**config.mk**
```make
export PLATFORM = sky130hd
export DESIGN_NAME = interval_channel
export DESIGN_NICKNAME = d
export VERILOG_FILES = /design/src/rtl/ichan_pkg.sv /design/src/rtl/ichan_gate_edge.sv /design/src/rtl/ichan_tracker.sv /design/src/rtl/ichan_decode.sv /design/src/rtl/interval_channel.sv
export SDC_FILE = /design/constraint.sdc
export NUM_CORES = 1
export LEC_CHECK = 0
export ABC_AREA = 0
export BUFFER_PORTS_ARGS = -buffer_cell sky130_fd_sc_hd__buf_2
export CORE_MARGIN = 2
export CORE_UTILIZATION = 58
export CTS_CLUSTER_SIZE = 30
export DETAILED_ROUTE_END_ITERATION = 10
export PLACE_DENSITY = 0.78
export SYNTH_ARGS = -nofsm -noshare
export SYNTH_HDL_FRONTEND = slang
export SYNTH_SLANG_ARGS = --single-unit
```
**constraint.sdc**
```tcl
create_clock -name clk -period 14.09 [get_ports clk]
set_input_delay 1.409 -clock clk [delete_from_list [all_inputs] [get_ports clk]]
set_output_delay 1.409 -clock clk [all_outputs]
set_load 0.1 [all_outputs]
```
**src/rtl/ichan_pkg.sv**
```systemverilog
package ichan_pkg;

    typedef enum logic [2:0] {
        M_TERM     = 3'd0,
        M_ONESHOT  = 3'd1,
        M_RATE     = 3'd2,
        M_SQUARE   = 3'd3,
        M_SWSTROBE = 3'd4,
        M_HWSTROBE = 3'd5
    } ichan_mode_e;

    // codes 6 and 7 alias the two periodic modes
    function automatic ichan_mode_e fold_mode(input logic [2:0] m);
        logic [2:0] f;
        f = (m[2:1] == 2'b11) ? {1'b0, m[1:0]} : m;
        return ichan_mode_e'(f);
    endfunction

    function automatic logic is_periodic(input ichan_mode_e m);
        return (m == M_RATE) || (m == M_SQUARE);
    endfunction

    function automatic logic gate_retriggers(input ichan_mode_e m);
        return (m == M_ONESHOT) || (m == M_RATE) || (m == M_SQUARE) || (m == M_HWSTROBE);
    endfunction

    function automatic logic gate_enables(input ichan_mode_e m);
        return (m == M_TERM) || (m == M_SWSTROBE);
    endfunction

endpackage

```
**src/rtl/ichan_gate_edge.sv**
```systemverilog
module ichan_gate_edge #(
    parameter logic IDLE_GATE = 1'b1
) (
    input  logic clk,
    input  logic rst_n,
    input  logic gate_i,
    output logic rise_o
);
    logic gate_d, gate_q;

    always_comb begin
        gate_d = gate_i;
        rise_o = gate_i & ~gate_q;
    end

    always_ff @(posedge clk or negedge rst_n) begin
        if (!rst_n) gate_q <= IDLE_GATE;
        else        gate_q <= gate_d;
    end
endmodule

```
**src/rtl/ichan_tracker.sv**
```systemverilog
module ichan_tracker
    import ichan_pkg::*;
#(
    parameter int CNT_W = 16,
    parameter int EL_W  = CNT_W + 2
) (
    input  logic              clk,
    input  logic              rst_n,
    input  logic              tick_en_i,
    input  logic              gate_i,
    input  logic              gate_rise_i,
    input  logic              load_i,
    input  logic [CNT_W-1:0]  load_val_i,
    input  logic [2:0]        load_mode_i,
    output ichan_mode_e       mode_o,
    output logic [CNT_W:0]    cnt_o,
    output logic [EL_W-1:0]   el_o,
    output logic              started_o
);
    localparam int PADW = EL_W - CNT_W - 1;
    localparam logic [CNT_W:0]  FULL   = {1'b1, {CNT_W{1'b0}}};
    localparam logic [EL_W-1:0] EL_MAX = '1;

    typedef struct packed {
        ichan_mode_e       mode;
        logic [CNT_W:0]    cnt;
        logic [EL_W-1:0]   el;
        logic              started;
    } trk_st_t;

    trk_st_t s_d, s_q;
    logic clr, adv;
    logic [EL_W-1:0] el_inc;

    always_comb begin
        s_d    = s_q;
        clr    = load_i | (gate_retriggers(s_q.mode) & gate_rise_i);
        adv    = tick_en_i & (gate_i | ~gate_enables(s_q.mode));
        el_inc = s_q.el + 1'b1;
        if (load_i) begin
            s_d.mode = fold_mode(load_mode_i);
            s_d.cnt  = (load_val_i == '0) ? FULL : {1'b0, load_val_i};
        end
        if (clr) begin
            s_d.el      = '0;
            s_d.started = 1'b0;
        end else if (adv) begin
            if (is_periodic(s_q.mode)) begin
                s_d.started = 1'b1;
                s_d.el = (el_inc == {{PADW{1'b0}}, s_q.cnt}) ? '0 : el_inc;
            end else if (s_q.el != EL_MAX) begin
                s_d.el = el_inc;
            end
        end
    end

    always_ff @(posedge clk or negedge rst_n) begin
        if (!rst_n) begin
            s_q.mode    <= M_TERM;
            s_q.cnt     <= FULL;
            s_q.el      <= '0;
            s_q.started <= 1'b0;
        end else begin
            s_q <= s_d;
        end
    end

    assign mode_o    = s_q.mode;
    assign cnt_o     = s_q.cnt;
    assign el_o      = s_q.el;
    assign started_o = s_q.started;


    phase_bound_chk: assert property (@(posedge clk) disable iff (!rst_n)
        is_periodic(s_q.mode) |-> (s_q.el < {{PADW{1'b0}}, s_q.cnt}));


    sat_mono_chk: assert property (@(posedge clk) disable iff (!rst_n)
        (!is_periodic(s_q.mode) && !clr) |=> (s_q.el >= $past(s_q.el)));


    gate_hold_chk: assert property (@(posedge clk) disable iff (!rst_n)
        (gate_enables(s_q.mode) && !gate_i && !load_i) |=> $stable(s_q.el));
endmodule

```
**src/rtl/ichan_decode.sv**
```systemverilog
module ichan_decode
    import ichan_pkg::*;
#(
    parameter int CNT_W = 16,
    parameter int EL_W  = CNT_W + 2
) (
    input  ichan_mode_e       mode_i,
    input  logic [CNT_W:0]    cnt_i,
    input  logic [EL_W-1:0]   el_i,
    input  logic              started_i,
    output logic              out_o,
    output logic [CNT_W-1:0]  rdbk_o
);
    localparam int PADW = EL_W - CNT_W - 1;

    logic [EL_W-1:0] ext_cnt, ext_half, diff;
    logic [CNT_W:0]  half;
    logic [EL_W:0]   dbl, cnt2, red, sq_rd;

    always_comb begin
        ext_cnt  = {{PADW{1'b0}}, cnt_i};
        half     = (cnt_i + 1'b1) >> 1;
        ext_half = {{PADW{1'b0}}, half};
        diff     = ext_cnt - el_i;
        dbl      = {el_i, 1'b0};
        cnt2     = {1'b0, ext_cnt};
        red      = (dbl >= cnt2) ? (dbl - cnt2) : dbl;
        sq_rd    = cnt2 - red;

        rdbk_o = (mode_i == M_SQUARE) ? sq_rd[CNT_W-1:0] : diff[CNT_W-1:0];

        unique case (mode_i)
            M_TERM:     out_o = (el_i >= ext_cnt);
            M_ONESHOT:  out_o = (el_i <  ext_cnt);
            M_RATE:     out_o = started_i && (el_i == '0);
            M_SQUARE:   out_o = (el_i <  ext_half);
            M_SWSTROBE,
            M_HWSTROBE: out_o = (el_i == ext_cnt);
            default:    out_o = 1'b0;
        endcase
    end
endmodule

```
**src/rtl/interval_channel.sv**
```systemverilog
module interval_channel
    import ichan_pkg::*;
#(
    parameter int   CNT_W     = 16,
    parameter logic IDLE_GATE = 1'b1
) (
    input  logic             clk,
    input  logic             rst_n,
    input  logic             tick_en_i,
    input  logic             gate_i,
    input  logic             load_i,
    input  logic [CNT_W-1:0] load_val_i,
    input  logic [2:0]       load_mode_i,
    output logic             out_o,
    output logic [CNT_W-1:0] rdbk_o
);
    localparam int EL_W = CNT_W + 2;

    logic            gate_rise;
    ichan_mode_e     mode;
    logic [CNT_W:0]  cnt;
    logic [EL_W-1:0] el;
    logic            started;

    ichan_gate_edge #(.IDLE_GATE(IDLE_GATE)) u_edge (
        .clk(clk), .rst_n(rst_n), .gate_i(gate_i), .rise_o(gate_rise)
    );

    ichan_tracker #(.CNT_W(CNT_W), .EL_W(EL_W)) u_trk (
        .clk(clk), .rst_n(rst_n), .tick_en_i(tick_en_i), .gate_i(gate_i),
        .gate_rise_i(gate_rise), .load_i(load_i), .load_val_i(load_val_i),
        .load_mode_i(load_mode_i), .mode_o(mode), .cnt_o(cnt), .el_o(el),
        .started_o(started)
    );

    ichan_decode #(.CNT_W(CNT_W), .EL_W(EL_W)) u_dec (
        .mode_i(mode), .cnt_i(cnt), .el_i(el), .started_i(started),
        .out_o(out_o), .rdbk_o(rdbk_o)
    );


    load_rdbk_chk: assert property (@(posedge clk) disable iff (!rst_n)
        load_i |=> (rdbk_o == $past(load_val_i)));
endmodule

```
==> results.yml <==
synthesis:
  yosysWarnings: 0
  yosysSeqAreaShare_pct: 19.9
  syn_area_um2: 5040
  yosysMostFrequentCell: "nor2_1"
  yosysTopAreaCell: "dfrtp_1"
  synth_cells: 641
  synthTopCellsByArea: "dfrtp_1, ha_1, xnor2_1"
  synth_top_area_share_pct: 18.9
  synthArstFlopShare_pct: 100
  synth_cell_types: 65
  synth_commonest_cells: "nor2_1, ha_1, nand2_1, xnor2_1, a21oi_1"
  ys_seq_elements: 40
  synth_edf_count: 0
  synth_top_flop_cell: "dfrtp_1"
  syn_avg_cell_area_um2: 7.87
  syn_nets: 734
final_layout:
  drive_above_1_share_pct: 10.5
  nFillCells: 762
  final_cells: 773
  diodes: 0
  utilization_pct: 62.6
  nets: 757
  areaGrowthSynthToFinish_pct: 6.65
global_route:
  grt_max_degree: 41
  grt_pass1_vias: 4690
  grt_usage_pct: 29.1
  grt_pass1_wl_um: 22500
  antenna_found_initial: 0
  overflow: 0
cts:
  cts_tree: "yes"
  htree_levels: 2
  clk_pin_slew_ps: 80
  cts_setup_buffers: 0
  cts_hold_buf: 0
  cts-resized-gates: 0
  cts-root-buf: "clkbuf_8"
  clock_latency_ps: 300
  clockBufferDepth: 2
  cts_sinks: 40
  numCtsBuffers: 5
timing:
  rsz0062_at_grt: "no"
  setup_slack_ps: 7060
  finalHoldViolations: 0
  fin_setup_tns_ps: 0
  slew_viol_final: 0
  tightest_slew_ps: 948
  skew_ps: 5.87
  min_period_over_period_pct: 49.9
  setup_viol: 0
  period_minus_slack_ps: 7030
  fmax_mhz: 142
  slew_headroom_pct: 35.9
critical_path:
  rr_worst_depth: 11
  worstPathRequired_ps: 12680
  r2r-end: "u_trk.el_o[9]"
  end_kind: "output port"
  critical_path.max_fanout: 25
  crit_type: "flip-flop to output port"
  reg2reg_slack_ps: 10650
  crit_arrival_ps: 5620
  startpoint_type: "flip-flop"
  worst_r2r_startpoint: "u_trk.el_o[0]"
floorplanning:
  io_pins: 41
  fp.dieW_um: 97.3
  fp.dieH_um: 97.3
  dieArea_um2: 9460
  initial_core_util_pct: 58.7
  rows: 34
  coreArea_um2: 8590
place:
  hpwl_um: 11100
  place.gp.congestion: 1.00
  place_ws_ps: 7460
  portBuffers: 40
  dp_cells: 765
routing:
  wl_per_cell_um: 17.9
  antenna_violating_nets_post_route: 0
  vias_per_cell: 6.23
  drt_iter0_markers: 392
  via_count: 4815
  wirelength_um: 13900
  drt_first_pass_iters: 5
  drc: 0
worst_hold_path:
  holdPathEnd: "u_trk.started_o"
  min_from: "u_trk.started_o"
  hold_depth: 2
  hold_path.class: "flip-flop to flip-flop"
pwr:
  total_power_uw: 482
  p_leak_nw: 2.44
  power.density_nw_per_um2: 89.5
  ir_drop_uv: 60.0
run_status:
  outcome: "finished, final reports clean"
flow_run:
  drv_cap: 0
[sequential cells by signal, summed over array words and instances, names as in the netlist]
signal           flops
u_trk.cnt_o         17
u_trk.started_o      1
u_trk.el_o          18
u_trk.mode_o         3
u_edge.gate_q        1
[final cells by class]
class                      count  area (µm²)  share of cell area, %
clock inverter                 3        42.5                  0.791
tap                          108         135                   2.51
sequential                    40        1000                   18.7
multi-input combinational    543        3790                   70.5
clock buffer                   5        68.8                   1.28
inverter                      32         120                   2.23
timing repair buffer          42         215                   4.00
[routing by layer]
metal | GRT usage [%] | up-vias | routed length [µm]
li1 | - | 2332 | -
met4 | 15.7 | 0 | 736
met2 | 48.1 | 195 | 6380
met3 | 2.45 | 54 | 855
met5 | 0 | - | 0
met1 | 37.9 | 2234 | 5880
[worst max-delay path, cell delays in order, from the launching register on]
cell	delay, ps
dfrtp_1	510
inv_1	160
ha_1	410
a21oi_1	100
o211ai_1	380
nor3_1	110
a22oi_1	230
a31oi_2	110
buf_4	230
o31ai_1	230
ha_1	210
inv_1	60
fa_1	400
a21o_1	190
a21oi_1	210
o21bai_1	130
a31o_2	270
a41oi_1	320
a211oi_1	150
o21a_1	190
nor2_1	140
xnor2_1	130
buf_2	440
[layout by cell type, fill, tap and decap left out, types with 3 or more instances in the layout]
| cell | Yosys | final |
|---|---|---|
| nor2b_1 | 7 | 7 |
| nor2_1 | 68 | 68 |
| nand3_1 | 16 | 16 |
| and3_1 | 6 | 6 |
| o21a_1 | 8 | 8 |
| or3_1 | 3 | 3 |
| a211oi_1 | 8 | 8 |
| xor2_1 | 16 | 16 |
| o21bai_1 | 3 | 3 |
| nand2b_1 | 4 | 4 |
| inv_1 | 32 | 32 |
| nor3_1 | 18 | 18 |
| clkbuf_8 | 0 | 5 |
| o211ai_1 | 3 | 3 |
| o31ai_1 | 5 | 5 |
| ha_1 | 67 | 67 |
| o21ai_1 | 3 | 3 |
| xnor2_1 | 61 | 61 |
| nand3b_1 | 3 | 3 |
| a2111oi_0 | 3 | 3 |
| and2_1 | 7 | 7 |
| dfrtp_1 | 38 | 38 |
| a31oi_1 | 4 | 3 |
| a21oi_1 | 47 | 47 |
| nor3_2 | 3 | 3 |
| o21ai_0 | 36 | 36 |
| buf_2 | 9 | 40 |
| a21o_1 | 16 | 16 |
| nand2_1 | 62 | 62 |
| nor4_1 | 11 | 11 |
| nand4_1 | 10 | 10 |
| mux2i_1 | 7 | 7 |
[worst max-delay path by stage]
stage | start | endpoint | slack (ps) | cells after the start
6_report | u_trk.cnt_o[11] | rdbk_o[14] | 7060 | 22
5_1_grt | u_trk.cnt_o[11] | rdbk_o[14] | 6630 | 22
4_1_cts | u_trk.cnt_o[2] | rdbk_o[15] | 7100 | 22
3_5_place_dp | u_trk.el_o[3] | rdbk_o[15] | 7460 | 21
3_3_place_gp | u_trk.cnt_o[2] | rdbk_o[15] | 7620 | 22
2_1_floorplan | u_trk.cnt_o[2] | rdbk_o[15] | 6760 | 22
[logic make-up after synthesis]
| kind of cell | Yosys count | synth area share [%] |
|---|---|---|
| AND/OR/NAND/NOR | 231 | 22.8 |
| AO/OA/AOI/OAI | 158 | 19.9 |
| XOR/XNOR | 77 | 13.4 |
| adder cells (fa/ha/maj) | 69 | 17.4 |
| buffers and inverters | 58 | 5.01 |
| flip-flops | 40 | 19.9 |
| multiplexers | 8 | 1.61 |
[stage by stage]
| stage | hold WS, ps | instance area [µm²] |
|---|---|---|
| floorplan | 484 | 5040 |
| global placement | 530 | 5270 |
| detailed placement | 531 | 5270 |
| CTS | 553 | 5380 |
| global route | 574 | 5380 |
| finish | 561 | 5380 |
[report_power, final]
group          total [mW]  internal [mW]  switching (mW)
registers           0.136          0.121          0.0142
clock network      0.0955         0.0524          0.0430
logic               0.251         0.0695           0.181
total               0.482          0.243           0.238
Power figures use the tool's default switching activity.
